<file path="src/rtl/mcs_pkg.sv">
package mcs_pkg;
   localparam int CTRL_W    = 16;
   localparam int SRC_W     = 2;
   localparam int PRE_W     = 3;
   localparam int MDIV_W    = 2;
   localparam int SRC_LSB   = 0;
   localparam int PRE_LSB   = 4;
   localparam int MDIV_LSB  = 8;
   localparam int HALVE_BIT = 12;

   localparam logic [CTRL_W-1:0] WR_MASK =
      CTRL_W'(((1 << SRC_W) - 1) << SRC_LSB) |
      CTRL_W'(((1 << PRE_W) - 1) << PRE_LSB) |
      CTRL_W'(((1 << MDIV_W) - 1) << MDIV_LSB) |
      CTRL_W'(1 << HALVE_BIT);

   typedef enum logic [SRC_W-1:0] {
      SRC_SLOW = 2'd0,
      SRC_MAIN = 2'd1,
      SRC_PLL  = 2'd2,
      SRC_OFF  = 2'd3
   } src_e;

   typedef struct packed {
      logic              halve;
      logic [MDIV_W-1:0] mdiv;
      logic [PRE_W-1:0]  presc;
      src_e              src;
   } cfg_t;
endpackage

</file>
<file path="src/rtl/mcs_ctrl.sv">
module mcs_ctrl
   import mcs_pkg::*;
#(
   parameter int READY_WAIT = 4
) (
   input  logic              clk,
   input  logic              rst_n,
   input  logic              wr_en,
   input  logic [CTRL_W-1:0] wr_data,
   output logic [CTRL_W-1:0] rd_data,
   output cfg_t              cfg,
   output logic              ready
);
   localparam int RCNT_W = (READY_WAIT > 1) ? $clog2(READY_WAIT) : 1;
   localparam logic [RCNT_W-1:0] RLAST = RCNT_W'(READY_WAIT - 1);

   initial begin
      assert (READY_WAIT >= 1) else $error("READY_WAIT must be at least 1");
   end

   logic [CTRL_W-1:0] reg_q;
   logic [RCNT_W-1:0] wait_q;

   always_ff @(posedge clk) begin
      if (!rst_n) begin
         reg_q  <= '0;
         ready  <= 1'b1;
         wait_q <= '0;
      end else if (wr_en) begin
         reg_q  <= wr_data & WR_MASK;
         ready  <= 1'b0;
         wait_q <= '0;
      end else if (!ready) begin
         if (wait_q == RLAST) ready <= 1'b1;
         else                 wait_q <= wait_q + 1'b1;
      end
   end

   assign rd_data   = reg_q;
   assign cfg.src   = src_e'(reg_q[SRC_LSB +: SRC_W]);
   assign cfg.presc = reg_q[PRE_LSB +: PRE_W];
   assign cfg.mdiv  = reg_q[MDIV_LSB +: MDIV_W];
   assign cfg.halve = reg_q[HALVE_BIT];

   // a write always drops ready in the next cycle
   p_ready_drop_r6: assert property (@(posedge clk) disable iff (!rst_n)
      wr_en |=> !ready);
   // ready never returns within three cycles of a write
   p_ready_wait_r6: assert property (@(posedge clk) disable iff (!rst_n)
      $rose(ready) |-> (!$past(wr_en) && !$past(wr_en, 2) && !$past(wr_en, 3)));
   // unused bits read zero
   p_rd_mask_r7: assert property (@(posedge clk) disable iff (!rst_n)
      (rd_data & ~WR_MASK) == '0);
endmodule

</file>
<file path="src/rtl/mcs_src_mux.sv">
module mcs_src_mux
   import mcs_pkg::*;
#(
   parameter bit HALVE_EN = 1'b1
) (
   input  logic clk,
   input  logic rst_n,
   input  logic clr,
   input  src_e sel,
   input  logic halve,
   input  logic slow_tick,
   input  logic main_tick,
   input  logic pll_tick,
   output logic src_tick
);
   logic pll_eff;

   generate
      if (HALVE_EN) begin : g_halver
         logic phase_q;
         always_ff @(posedge clk) begin
            if (!rst_n || clr)  phase_q <= 1'b0;
            else if (pll_tick)  phase_q <= ~phase_q;
         end
         assign pll_eff = halve ? (pll_tick & phase_q) : pll_tick;

         // halved PLL never yields two ticks back to back
         p_halve_gap_r5: assert property (@(posedge clk) disable iff (!rst_n)
            (halve && pll_eff) |=> !pll_eff);
      end else begin : g_direct
         logic unused_halve;
         assign unused_halve = halve | clr;
         assign pll_eff = pll_tick;
      end
   endgenerate

   always_comb begin
      unique case (sel)
         SRC_SLOW: src_tick = slow_tick;
         SRC_MAIN: src_tick = main_tick;
         SRC_PLL:  src_tick = pll_eff;
         default:  src_tick = 1'b0;
      endcase
   end

   // the unused code passes no ticks
   p_off_silent_r2: assert property (@(posedge clk) disable iff (!rst_n)
      (sel == SRC_OFF) |-> !src_tick);
endmodule

</file>
<file path="src/rtl/mcs_prescaler.sv">
module mcs_prescaler #(
   parameter int PW = 3
) (
   input  logic          clk,
   input  logic          rst_n,
   input  logic          clr,
   input  logic          in_tick,
   input  logic [PW-1:0] presc,
   output logic          out_tick
);
   localparam int CNT_W = ((1 << PW) - 1 > 0) ? (1 << PW) - 1 : 1;

   initial begin
      assert (PW >= 1 && PW <= 4) else $error("prescaler width out of range");
   end

   logic [CNT_W-1:0] cnt_q;
   logic [CNT_W-1:0] lim;

   assign lim = ~({CNT_W{1'b1}} << presc);

   always_ff @(posedge clk) begin
      if (!rst_n || clr) begin
         cnt_q    <= '0;
         out_tick <= 1'b0;
      end else begin
         out_tick <= 1'b0;
         if (in_tick) begin
            if (cnt_q == lim) begin
               cnt_q    <= '0;
               out_tick <= 1'b1;
            end else begin
               cnt_q <= cnt_q + 1'b1;
            end
         end
      end
   end

   // a processor tick follows a source tick by one cycle
   p_cpu_after_src_r9: assert property (@(posedge clk) disable iff (!rst_n)
      out_tick |-> $past(in_tick));
   // with p = 0 every source tick comes out
   p_presc_unity_r3: assert property (@(posedge clk) disable iff (!rst_n)
      (in_tick && !clr && presc == '0) |=> out_tick);
endmodule

</file>
<file path="src/rtl/mcs_mdiv.sv">
module mcs_mdiv #(
   parameter int MW = 2
) (
   input  logic          clk,
   input  logic          rst_n,
   input  logic          clr,
   input  logic          in_tick,
   input  logic [MW-1:0] code,
   output logic          out_tick
);
   initial begin
      assert (MW >= 1) else $error("divider code width must be positive");
   end

   logic [MW-1:0] cnt_q;

   always_ff @(posedge clk) begin
      if (!rst_n || clr) begin
         cnt_q    <= '0;
         out_tick <= 1'b0;
      end else begin
         out_tick <= 1'b0;
         if (in_tick) begin
            if (cnt_q == code) begin
               cnt_q    <= '0;
               out_tick <= 1'b1;
            end else begin
               cnt_q <= cnt_q + 1'b1;
            end
         end
      end
   end

   // a bus tick follows a processor tick by one cycle
   p_bus_after_cpu_r9: assert property (@(posedge clk) disable iff (!rst_n)
      out_tick |-> $past(in_tick));
   // code 0 passes every processor tick
   p_mdiv_unity_r4: assert property (@(posedge clk) disable iff (!rst_n)
      (in_tick && !clr && code == '0) |=> out_tick);
   // the count stays within the selected divisor
   p_cnt_bound_r4: assert property (@(posedge clk) disable iff (!rst_n)
      cnt_q <= code);
endmodule

</file>
<file path="src/rtl/mclk_sel_div.sv">
module mclk_sel_div
   import mcs_pkg::*;
#(
   parameter int READY_WAIT = 4,
   parameter bit HALVE_EN   = 1'b1
) (
   input  logic        clk,
   input  logic        rst_n,
   input  logic        wr_en,
   input  logic [15:0] wr_data,
   output logic [15:0] rd_data,
   input  logic        slow_tick,
   input  logic        main_tick,
   input  logic        pll_tick,
   output logic        cpu_tick,
   output logic        bus_tick,
   output logic        ready
);
   initial begin
      assert (CTRL_W == 16) else $error("register width mismatch");
   end

   cfg_t cfg;
   logic src_tick;

   mcs_ctrl #(.READY_WAIT(READY_WAIT)) u_ctrl (
      .clk(clk), .rst_n(rst_n), .wr_en(wr_en), .wr_data(wr_data),
      .rd_data(rd_data), .cfg(cfg), .ready(ready)
   );

   mcs_src_mux #(.HALVE_EN(HALVE_EN)) u_mux (
      .clk(clk), .rst_n(rst_n), .clr(wr_en), .sel(cfg.src), .halve(cfg.halve),
      .slow_tick(slow_tick), .main_tick(main_tick), .pll_tick(pll_tick),
      .src_tick(src_tick)
   );

   mcs_prescaler #(.PW(PRE_W)) u_pre (
      .clk(clk), .rst_n(rst_n), .clr(wr_en), .in_tick(src_tick),
      .presc(cfg.presc), .out_tick(cpu_tick)
   );

   mcs_mdiv #(.MW(MDIV_W)) u_mdiv (
      .clk(clk), .rst_n(rst_n), .clr(wr_en), .in_tick(cpu_tick),
      .code(cfg.mdiv), .out_tick(bus_tick)
   );

   // after reset the outputs start quiet and ready
   p_reset_state_r1: assert property (@(posedge clk)
      !rst_n |=> (ready && rd_data == '0 && !cpu_tick && !bus_tick));
endmodule

</file>
<file path="config.mk">
export PLATFORM = sky130hd
export DESIGN_NAME = mclk_sel_div
export DESIGN_NICKNAME = d
export VERILOG_FILES = /design/src/rtl/mcs_pkg.sv /design/src/rtl/mcs_ctrl.sv /design/src/rtl/mcs_src_mux.sv /design/src/rtl/mcs_prescaler.sv /design/src/rtl/mcs_mdiv.sv /design/src/rtl/mclk_sel_div.sv
export SDC_FILE = /design/constraint.sdc
export NUM_CORES = 1
export LEC_CHECK = 0
export BUFFER_PORTS_ARGS = -buffer_cell sky130_fd_sc_hd__buf_4
export CAP_MARGIN = 15
export CORE_ASPECT_RATIO = 1.75
export CORE_MARGIN = 2
export CORE_UTILIZATION = 49
export DETAILED_ROUTE_END_ITERATION = 16
export GPL_TIMING_DRIVEN = 0
export HOLD_SLACK_MARGIN = 0.12
export PLACE_DENSITY = 0.81
export SLEW_MARGIN = 10
export SYNTH_ARGS = -nofsm -noshare
export SYNTH_HDL_FRONTEND = slang
export SYNTH_SLANG_ARGS = --single-unit
</file>
<file path="constraint.sdc">
create_clock -name clk -period 2.03 [get_ports clk]
set_input_delay 0.1015 -clock clk [delete_from_list [all_inputs] [get_ports clk]]
set_output_delay 0.1015 -clock clk [all_outputs]
set_load 0.01 [all_outputs]
</file>
==> flow_metrics.tcl, run 1 <==
set metrics [dict create \
    core_area_um2 2300 \
    leakage_nw 0.707 \
    gp_congestion 0.766 \
    setup_tns_ns 0 \
    drive_gt1_share_pct 23.7 \
    worstPathArrival_ns 1.92 \
    syn_inst 135 \
    tritoncts "built" \
    clkTransAtPathRegs_ns 0.08 \
    p_switching_w 0.000239 \
    place_inst 190 \
    met1_usage_pct 19.1 \
    period_needed_ns 1.77 \
    use_met3_pct 1.93 \
    nFillCells 198 \
    slowest_stage "a21oi_1" \
    path_class "flop to flop" \
    intPower_w 0.000696 \
    ys_ff_latch 23 \
    synthesis.yosys.warnings 0 \
    hold_viol 0 \
    vias 1021 \
    synth-xor-area-share_pct 8.11 \
    drt_iter0_drc 34 \
    crit_required_ns 2.17 \
    yosys.area_share.adder_pct 2.11 \
    grt_max_degree 14 \
    critPathTopFamily "compound AO/OA/AOI/OAI gates" \
    wire_per_inst_um 12.0 \
    synthSimpleGateAreaFrac_pct 23.3 \
    start_util_pct 51.6 \
    muxShareOfSynthArea_pct 6.74 \
    multi_input_area_um2 657 \
    cellPowerDensity_nw_per_um2 604 \
    clockBufferDepth 2 \
    end_kind "flop" \
    report.final.slew_viol_count 0 \
    path_max_fanout 8 \
    p_clk_share_pct 29.5 \
    slowest_delay_ns 0.46 \
    p_sw_share_pct 25.6 \
    path_buf_inv 0 \
    fin_nets 202 \
    seq_area_frac_synth_pct 38.8 \
    fin_util_pct 67.2 \
    final_common_cell "buf_4" \
    setup_violations 0 \
    avgSynthCellArea_um2 8.80 \
    std_cell_rows 23 \
    routed_via_density 5.05 \
    synth_top_family_by_area "simple AND/OR/NAND/NOR gates" \
    drtPass1Iterations 4 \
    clock-root-buffer "clkbuf_8" \
    ys_types 33 \
    die_w_um 41.2 \
    netlist.area_leader.share_pct 38.8 \
    grt.busiest_layer "met2" \
    crit_chain "nor3_1 > a21oi_1 > nand4_1 > o31ai_4 > nor2_1" \
    antenna_found_initial 0 \
    antenna_left 0 \
    use_met2_pct 33.9 \
    grt_pass1_vias 985 \
    fin_skew_ns 0.00271 \
    die-area_um2 2850 \
    regArea_um2 460 \
    clk_latency_ns 0.26 \
    relSlewSlack_pct 61.9 \
    cts_num_sinks 23 \
    maxCapViolCount 0 \
    grt_usage_pct 18.7 \
    die_y_um 69.1 \
    start_kind "flop" \
    netlist_area_um2 1190 \
    post-dp-hpwl_um 1770 \
    grt_pass1_wl_um 3850 \
    mostFrequentLayoutCells "buf_4 (32), dfxtp_1 (23), nor2b_1 (12)" \
    n_antenna_cell 0 \
    peakVddDrop_v 0.000397 \
    place_ws_ns 0.251 \
    wirelength_um 2420 \
    hp-class "input pin to flop" \
    yosysTopAreaCell "dfxtp_1" \
    tightest_slew_ns 0.572 \
    timing.fmax_mhz 563 \
    grt_overflow 0 \
    seqPwrFrac_pct 51.8 \
    numCtsBuffers 3 \
    grt_setup_unrepaired "no" \
    io_buffers 23 \
    setup_ws_ns 0.255 \
    comb_power_share_pct 18.6 \
    final_cells 202 \
    cts.htree.levels 1 \
    synth_area_leaders "dfxtp_1 (39%), mux2i_1 (6.7%), nor2b_1 (6.3%)" \
    period_share_pct 87.4 \
    outcome "complete, no violations" \
    ios 41 \
    synth-compound-area-share_pct 12.2 \
    drcViolationCount 0 \
    area_growth_pct 30.3 \
]
[layer usage]
layer / wire (um) / up-vias
li1: - / 528
met1: 946 / 467
met5: 0 / -
met4: 42 / 0
met3: 69 / 6
met2: 1360 / 20
[synthesized netlist by cell type (all sizes together)]
| master | n |
|---|---|
| inv | 2 |
| xnor2 | 3 |
| nor2b | 12 |
| nand3 | 6 |
| conb | 1 |
| and3 | 5 |
| xor2 | 8 |
| mux2i | 8 |
| nand2b | 4 |
| dfxtp | 23 |
| o21bai | 1 |
| o32ai | 1 |
| clkbuf | 1 |
| nor4 | 2 |
| nor3 | 3 |
| or4 | 1 |
| nand2 | 7 |
| a21oi | 6 |
| buf | 12 |
| o21ai | 7 |
| a211oi | 1 |
| nand4 | 1 |
| a21boi | 3 |
| ha | 2 |
| o22ai | 1 |
| nor2 | 11 |
| a31oi | 1 |
| o31ai | 1 |
| or2 | 1 |
[cells by family (layout without fill, tap and decap cells)]
logic type | after synthesis | count (layout)
AOI/OAI and AO/OA | 22 | 22
xor gates and xnor gates | 11 | 11
adders and majority gates | 2 | 2
buffers and inverters | 15 | 50
DFF | 23 | 23
muxes | 8 | 8
other | 1 | 8
and+or+nand+nor | 53 | 53
[power groups by stage]
stage                     combinational [W]  sequential [W]  clock, W
final                              0.000174        0.000485  0.000276
after global routing               0.000193        0.000488  0.000303
after CTS                          0.000173        0.000485  0.000288
after detailed placement           0.000160        0.000495         0
after global placement             0.000155        0.000494         0
after floorplan                    0.000103        0.000497         0
[worst reg2reg max path: stages (launching register included)]
cell	delay, ns
dfxtp_1	0.40
nor3_1	0.07
a21oi_1	0.46
nand4_1	0.27
o31ai_4	0.37
nor2_1	0.08
[state kept, by name, indices dropped and copies added (netlist names)]
register and flops:
u_mdiv.out_tick 1, u_ctrl.rd_data 8, u_mux.g_halver.phase_q 1, u_mdiv.cnt_q 2, u_ctrl.ready 1, u_ctrl.wait_q 2
u_pre.cnt_q 7, u_pre.out_tick 1
[metrics by stage]
step / hold slack [ns] / instance area [um^2] / power, W
floorplan: 0.178 / 1210 / 0.000600
global placement: 0.351 / 1420 / 0.000650
detailed placement: 0.358 / 1420 / 0.000656
CTS: 0.121 / 1540 / 0.000947
global route: 0.123 / 1550 / 0.000985
finish: 0.123 / 1550 / 0.000935
[final cells by class]
cell class,count,area share (%)
tap,25,2.02
clock buffer,3,2.67
inverter,2,0.485
timing repair buffer,31,16.3
buffer,13,5.98
multi-input combinational,104,42.4
sequential,23,29.7
clock inverter,1,0.323
[timing repair]
action | 4_1_cts | 5_1_grt
hold endpoints to repair | 8 | 0
setup buffers | 0 | 0
setup endpoints to repair | 0 | 4
hold buffers | 8 | 0
resized for setup | 0 | 1
[final timing paths]
| check | startpoint | end | slack (ns) | cells after the start |
|---|---|---|---|---|
| setup / recovery | u_ctrl.rd_data[1] | u_pre.cnt_q[6] | 0.26 | 5 |
| hold / removal | wr_data[6] | u_ctrl.rd_data[6] | 0.12 | 3 |
| setup reg to reg | u_ctrl.rd_data[1] | u_pre.cnt_q[6] | 0.26 | 5 |
| hold reg to reg | u_pre.out_tick | u_mdiv.out_tick | 0.50 | 2 |
Note: power is estimated with default switching activity, not from simulation.
==> run 2, diff against run 1 <==
- ABC_AREA: unset -> 1
==> run 2 against run 1 <==
Against the previous run: clock skew up 0.0048 ns; worst hold slack worse by 0.0061 ns; sequential power about the same; highest routed layer unchanged; combinational power up 16%; global-route usage up 0.80 points; die area up 5.4%; final cell count up 25%.
==> flow_metrics.tcl, run 2 <==
set metrics [dict create \
    synth-compound-area-share_pct 10.3 \
    fin_nets 251 \
    fin_skew_ns 0.00755 \
    cp-startpoint "u_ctrl.wait_q[0]" \
    cts.htree.levels 1 \
    hp-class "input pin to flop" \
    path_max_fanout 5 \
    routed_via_density 4.81 \
    report.final.slew_viol_count 0 \
    area_growth_pct 29.0 \
    synthArstFlopShare_pct 0 \
    synthesis.yosys.warnings 0 \
    synth_flop_cell "dfxtp_1" \
    leakage_nw 0.768 \
    clockBufferDepth 2 \
    place_area_um2 1500 \
    slowest_stage "dlygate4sd3_1" \
    drcViolationCount 0 \
    slowest_delay_ns 0.57 \
    grt_pass1_vias 1195 \
    start_util_pct 51.1 \
    setup_tns_ns 0 \
    mostFrequentLayoutCells "nand2_1 (39), buf_4 (33), nor2_1 (23), dfxtp_1 (23), inv_1 (18)" \
    tritoncts "built" \
    path_buf_inv 1 \
    grt_overflow 0 \
    core_area_um2 2460 \
    netlist_area_um2 1260 \
    clkTransAtPathRegs_ns 0.08 \
    ys_types 30 \
    maxCapViolCount 0 \
    post-dp-hpwl_um 1940 \
    largest_register_ffs 8 \
    r2r_start "u_ctrl.wait_q[0]" \
    yosysMostFrequentCell "nand2_1" \
    cts_num_sinks 23 \
    numCtsBuffers 3 \
    finalInstanceArea_um2 1620 \
    start_kind "flop" \
    setup_violations 0 \
    ys_ff_latch 23 \
    drive_gt1_share_pct 25.7 \
    grt_max_degree 13 \
    grt_setup_unrepaired "no" \
    timing.fmax_mhz 647 \
    critPathTopFamily "buffers and inverters" \
    netlist.area_leader.share_pct 36.6 \
    wirelength_um 2630 \
    avgSynthCellArea_um2 6.87 \
    muxShareOfSynthArea_pct 0 \
    path_depth 4 \
    wire_per_inst_um 10.4 \
    clock-root-buffer "clkbuf_8" \
    die_w_um 42.3 \
    r2r_slack_ns 0.48 \
    vias 1212 \
    synth-xor-area-share_pct 1.39 \
    crit_required_ns 2.18 \
    grt_pass1_wl_um 4550 \
    yosysTopAreaCell "dfxtp_1" \
    clk_latency_ns 0.27 \
    r2r_end "u_ctrl.ready" \
    die_y_um 71.0 \
    syn_inst 183 \
    final_common_cell "nand2_1" \
    worstPathArrival_ns 1.70 \
    drt_iter0_drc 16 \
    antenna_left 0 \
    synth_area_leaders "dfxtp_1 (37%), nand2_1 (12%), nor2_1 (6.9%)" \
    synthSimpleGateAreaFrac_pct 34.6 \
    io_buffers 24 \
    synth_common_cells "nand2_1 (39), dfxtp_1 (23), nor2_1 (23)" \
    end_kind "flop" \
    cp-endpoint "u_ctrl.ready" \
    hold_viol 0 \
    crit_chain "ha_1 > nor2_1 > o21ai_0 > dlygate4sd3_1" \
    antenna_found_initial 0 \
    outcome "complete, no violations" \
    synth_top_family_by_area "simple AND/OR/NAND/NOR gates" \
    path_class "flop to flop" \
    n_antenna_cell 0 \
    cellPowerDensity_nw_per_um2 602 \
    synth-edff-count 0 \
    period_share_pct 76.2 \
    yosys.area_share.adder_pct 1.99 \
    grt_usage_pct 19.5 \
    reg2regPathDepth 4 \
    ios 41 \
    postCtsResizedCells 0 \
    die-area_um2 3000 \
    gp_congestion 0.867 \
    std_cell_rows 24 \
    drtPass1Iterations 4 \
    peakVddDrop_v 0.000470 \
    seq_area_frac_synth_pct 36.6 \
    period_needed_ns 1.55 \
]
run 2: cell families after synthesis:
family / Yosys count
and+or+nand+nor: 94
buffers and inverters: 36
AOI/OAI and AO/OA: 25
DFF: 23
xor gates and xnor gates: 2
adders and majority gates: 2
other: 1
run 2: metrics by stage:
stage / total power (W) / cells / hold WS (ns) / worst slack, ns / utilization (%)
final: 0.000976 / 252 / 0.117 / 0.484 / 65.9
after CTS: 0.000978 / 252 / 0.126 / 0.513 / 65.9
after global placement: 0.000680 / 240 / 0.323 / 0.686 / 60.8
after global routing: 0.00102 / 252 / 0.144 / 0.361 / 65.9
after floorplan: 0.000618 / 190 / 0.178 / 0.779 / -
after detailed placement: 0.000683 / 240 / 0.330 / 0.677 / 60.8
run 2: routing by layer:
metal  vias to the layer above  part of all wire, %  track usage (%)
li1                        644                    -                -
met1                       543                   38             17.7
met2                        21                   58             39.5
met3                         4                  2.2             2.81
met4                         0                  1.9             9.03
met5                         -                    0                0
run 2: final cells by class:
cell class / instances / area, um^2
Fill cell: 228 / 841
Multi-Input combinational cell: 131 / 638
Sequential cell: 23 / 460
Timing Repair Buffer: 32 / 260
Buffer: 12 / 95.1
Inverter: 24 / 90.1
Clock buffer: 4 / 45.0
Tap cell: 26 / 32.5
run 2: report_power, final:
group / total, W / leakage [nW] / internal, W / switching [W]
combinational: 0.000201 / 0.557 / 0.0000952 / 0.000106
clock: 0.000288 / 0.0228 / 0.000140 / 0.000148
sequential: 0.000487 / 0.188 / 0.000470 / 0.0000170
run 2: timing repair:
item | CTS | global route
setup buffers | 0 | 0
endpoints found under the hold margin | 7 | 0
hold buffers | 8 | 0
run 2: worst register-to-register path: stages, from the launching register on:
cell           delay (ns)
dfxtp_1              0.33
ha_1                 0.19
nor2_1               0.23
o21ai_0              0.12
dlygate4sd3_1        0.57
run 2: how the worst min path moves through the flow:
stage	slack (ns)	from	to	cells after the start
floorplan	0.18	rst_n	u_ctrl.ready	1
global placement	0.32	wr_data[9]	u_ctrl.rd_data[9]	3
detailed placement	0.33	wr_data[9]	u_ctrl.rd_data[9]	3
CTS	0.13	pll_tick	u_mux.g_halver.phase_q	3
global route	0.14	pll_tick	u_mux.g_halver.phase_q	3
finish	0.12	pll_tick	u_mux.g_halver.phase_q	3
==> run 3, diff against run 2 <==
- clock period: 2.03 -> 1.6 ns (I/O delays scaled with it)
==> run 3 against run 2 <==
Against the previous run: non-clock buffer count grew 5; wire length grew 1.0%; total power increased by 27%; first-iteration DRC count shrank 31%; global-route usage up 0.30 points; clock skew fell by 0.0013 ns; maximum frequency increased by 3.9%; sequential cell count unchanged; critical path type unchanged; clock power grew 24%.
==> flow_metrics.tcl, run 3 (synthesis results as in run 2) <==
set metrics [dict create \
    outcome "complete, no violations" \
    clockBufferDepth 2 \
    r2r_end "u_ctrl.ready" \
    ios 41 \
    r2r_slack_ns 0.11 \
    fin_util_pct 68.0 \
    antenna_left 0 \
    wire_per_inst_um 10.4 \
    period_share_pct 93.0 \
    setup_ws_ns 0.111 \
    grt_max_degree 13 \
    wirelength_um 2660 \
    min_from "wr_en" \
    setup_violations 0 \
    crit_chain "ha_1 > nor2_2 > o21ai_0 > dlygate4sd3_1" \
    largest_register_ffs 8 \
    drt_iter0_drc 11 \
    die_w_um 42.3 \
    tritoncts "built" \
    drtPass1Iterations 4 \
    std_cell_rows 24 \
    post-dp-hpwl_um 1940 \
    final_common_cell "nand2_1" \
    path_max_fanout 5 \
    holdPathEnd "u_ctrl.rd_data[8]" \
    drcViolationCount 0 \
    p_sw_share_pct 27.2 \
    peakVddDrop_v 0.000592 \
    place_ws_ns 0.247 \
    vias 1218 \
    seqPwrFrac_pct 49.8 \
    place_area_um2 1500 \
    setup_tns_ns 0 \
    die-area_um2 3000 \
    grt_setup_unrepaired "no" \
    period_needed_ns 1.49 \
    fin_skew_ns 0.00629 \
    mostFrequentLayoutCells "nand2_1 (39), buf_4 (33), dfxtp_1 (23)" \
    clk_latency_ns 0.26 \
    start_util_pct 51.1 \
    gp_congestion 0.867 \
    cts.htree.levels 1 \
    hp-class "input pin to flop" \
    slowest_stage "dlygate4sd3_1" \
    p_switching_w 0.000338 \
    clkTransAtPathRegs_ns 0.07 \
    start_kind "flop" \
    critPathTopFamily "buffers and inverters" \
    antenna_found_initial 0 \
    whs_path_depth 3 \
    io_buffers 24 \
    reg2regPathDepth 4 \
    end_kind "flop" \
    timing.fmax_mhz 672 \
    worstPathArrival_ns 1.64 \
    grt_pass1_vias 1225 \
    maxCapViolCount 0 \
    comb_power_share_pct 21.4 \
    grt_overflow 0 \
    core_area_um2 2460 \
    p_clk_share_pct 28.8 \
    cts_num_sinks 23 \
    routed_via_density 4.74 \
    clock-root-buffer "clkbuf_8" \
    r2r_start "u_ctrl.wait_q[0]" \
    fin_nets 256 \
    hold_viol 0 \
    area_growth_pct 33.1 \
    n_antenna_cell 0 \
    drive_gt1_share_pct 25.5 \
    die_y_um 71.0 \
    numCtsBuffers 3 \
    slowest_delay_ns 0.57 \
    report.final.slew_viol_count 0 \
    crit_required_ns 1.75 \
    finalInstanceArea_um2 1670 \
    cellPowerDensity_nw_per_um2 742 \
    grt_usage_pct 19.8 \
    path_class "flop to flop" \
    intPower_w 0.000903 \
    path_buf_inv 1 \
    leakage_nw 0.792 \
    grt_pass1_wl_um 4650 \
]
[run 3: through the flow]
step | hold slack [ns] | cells | power, W
4_1_cts | 0.151 | 257 | 0.00125
5_1_grt | 0.199 | 257 | 0.00130
6_report | 0.150 | 257 | 0.00124
3_5_place_dp | 0.309 | 240 | 0.000866
3_3_place_gp | 0.302 | 240 | 0.000863
2_1_floorplan | 0.156 | 190 | 0.000784
[run 3: final cells by class]
class | instances | area (um^2)
Fill cell | 221 | 788
Sequential cell | 23 | 460
Inverter | 24 | 90.1
Timing Repair Buffer | 37 | 310
Clock buffer | 4 | 45.0
Tap cell | 26 | 32.5
Buffer | 12 | 95.1
Multi-Input combinational cell | 131 | 641
[run 3: layer usage]
metal / wire [um] / part of all wire, % / global-route usage [%]
met1: 1010 / 38 / 18.0
met5: 0 / 0 / 0
met3: 70 / 2.6 / 3.06
met4: 73 / 2.7 / 9.72
met2: 1510 / 57 / 39.7
[run 3: worst max path at each step]
stage                     end  cells after the start  slack, ns               from
5_1_grt          u_ctrl.ready                      4      0.002   u_ctrl.wait_q[0]
4_1_cts          u_ctrl.ready                      4       0.08   u_ctrl.wait_q[0]
2_1_floorplan  u_pre.cnt_q[1]                      8       0.35  u_ctrl.rd_data[6]
6_report         u_ctrl.ready                      4       0.11   u_ctrl.wait_q[0]
3_5_place_dp   u_pre.cnt_q[1]                      8       0.25  u_ctrl.rd_data[6]
3_3_place_gp   u_pre.cnt_q[2]                      8       0.26  u_ctrl.rd_data[5]
[run 3: power by group through the flow]
stage | combinational [W] | sequential (W) | clock [W]
2_1_floorplan | 0.000151 | 0.000633 | 0
3_3_place_gp | 0.000232 | 0.000630 | 0
3_5_place_dp | 0.000236 | 0.000631 | 0
4_1_cts | 0.000265 | 0.000617 | 0.000369
5_1_grt | 0.000296 | 0.000621 | 0.000384
6_report | 0.000266 | 0.000618 | 0.000358
[run 3: repair_timing]
item / 4_1_cts / 5_1_grt
gates resized for setup: 0 / 1
setup endpoints to repair: 0 / 1
buffers inserted: 0 / 0
hold endpoints to repair: 10 / 0
hold buffers: 13 / 0
[run 3: worst reg2reg max path, cell delays in order, from the launching register on]
cell	delay (ns)
dfxtp_1	0.33
ha_1	0.20
nor2_2	0.18
o21ai_0	0.10
dlygate4sd3_1	0.57
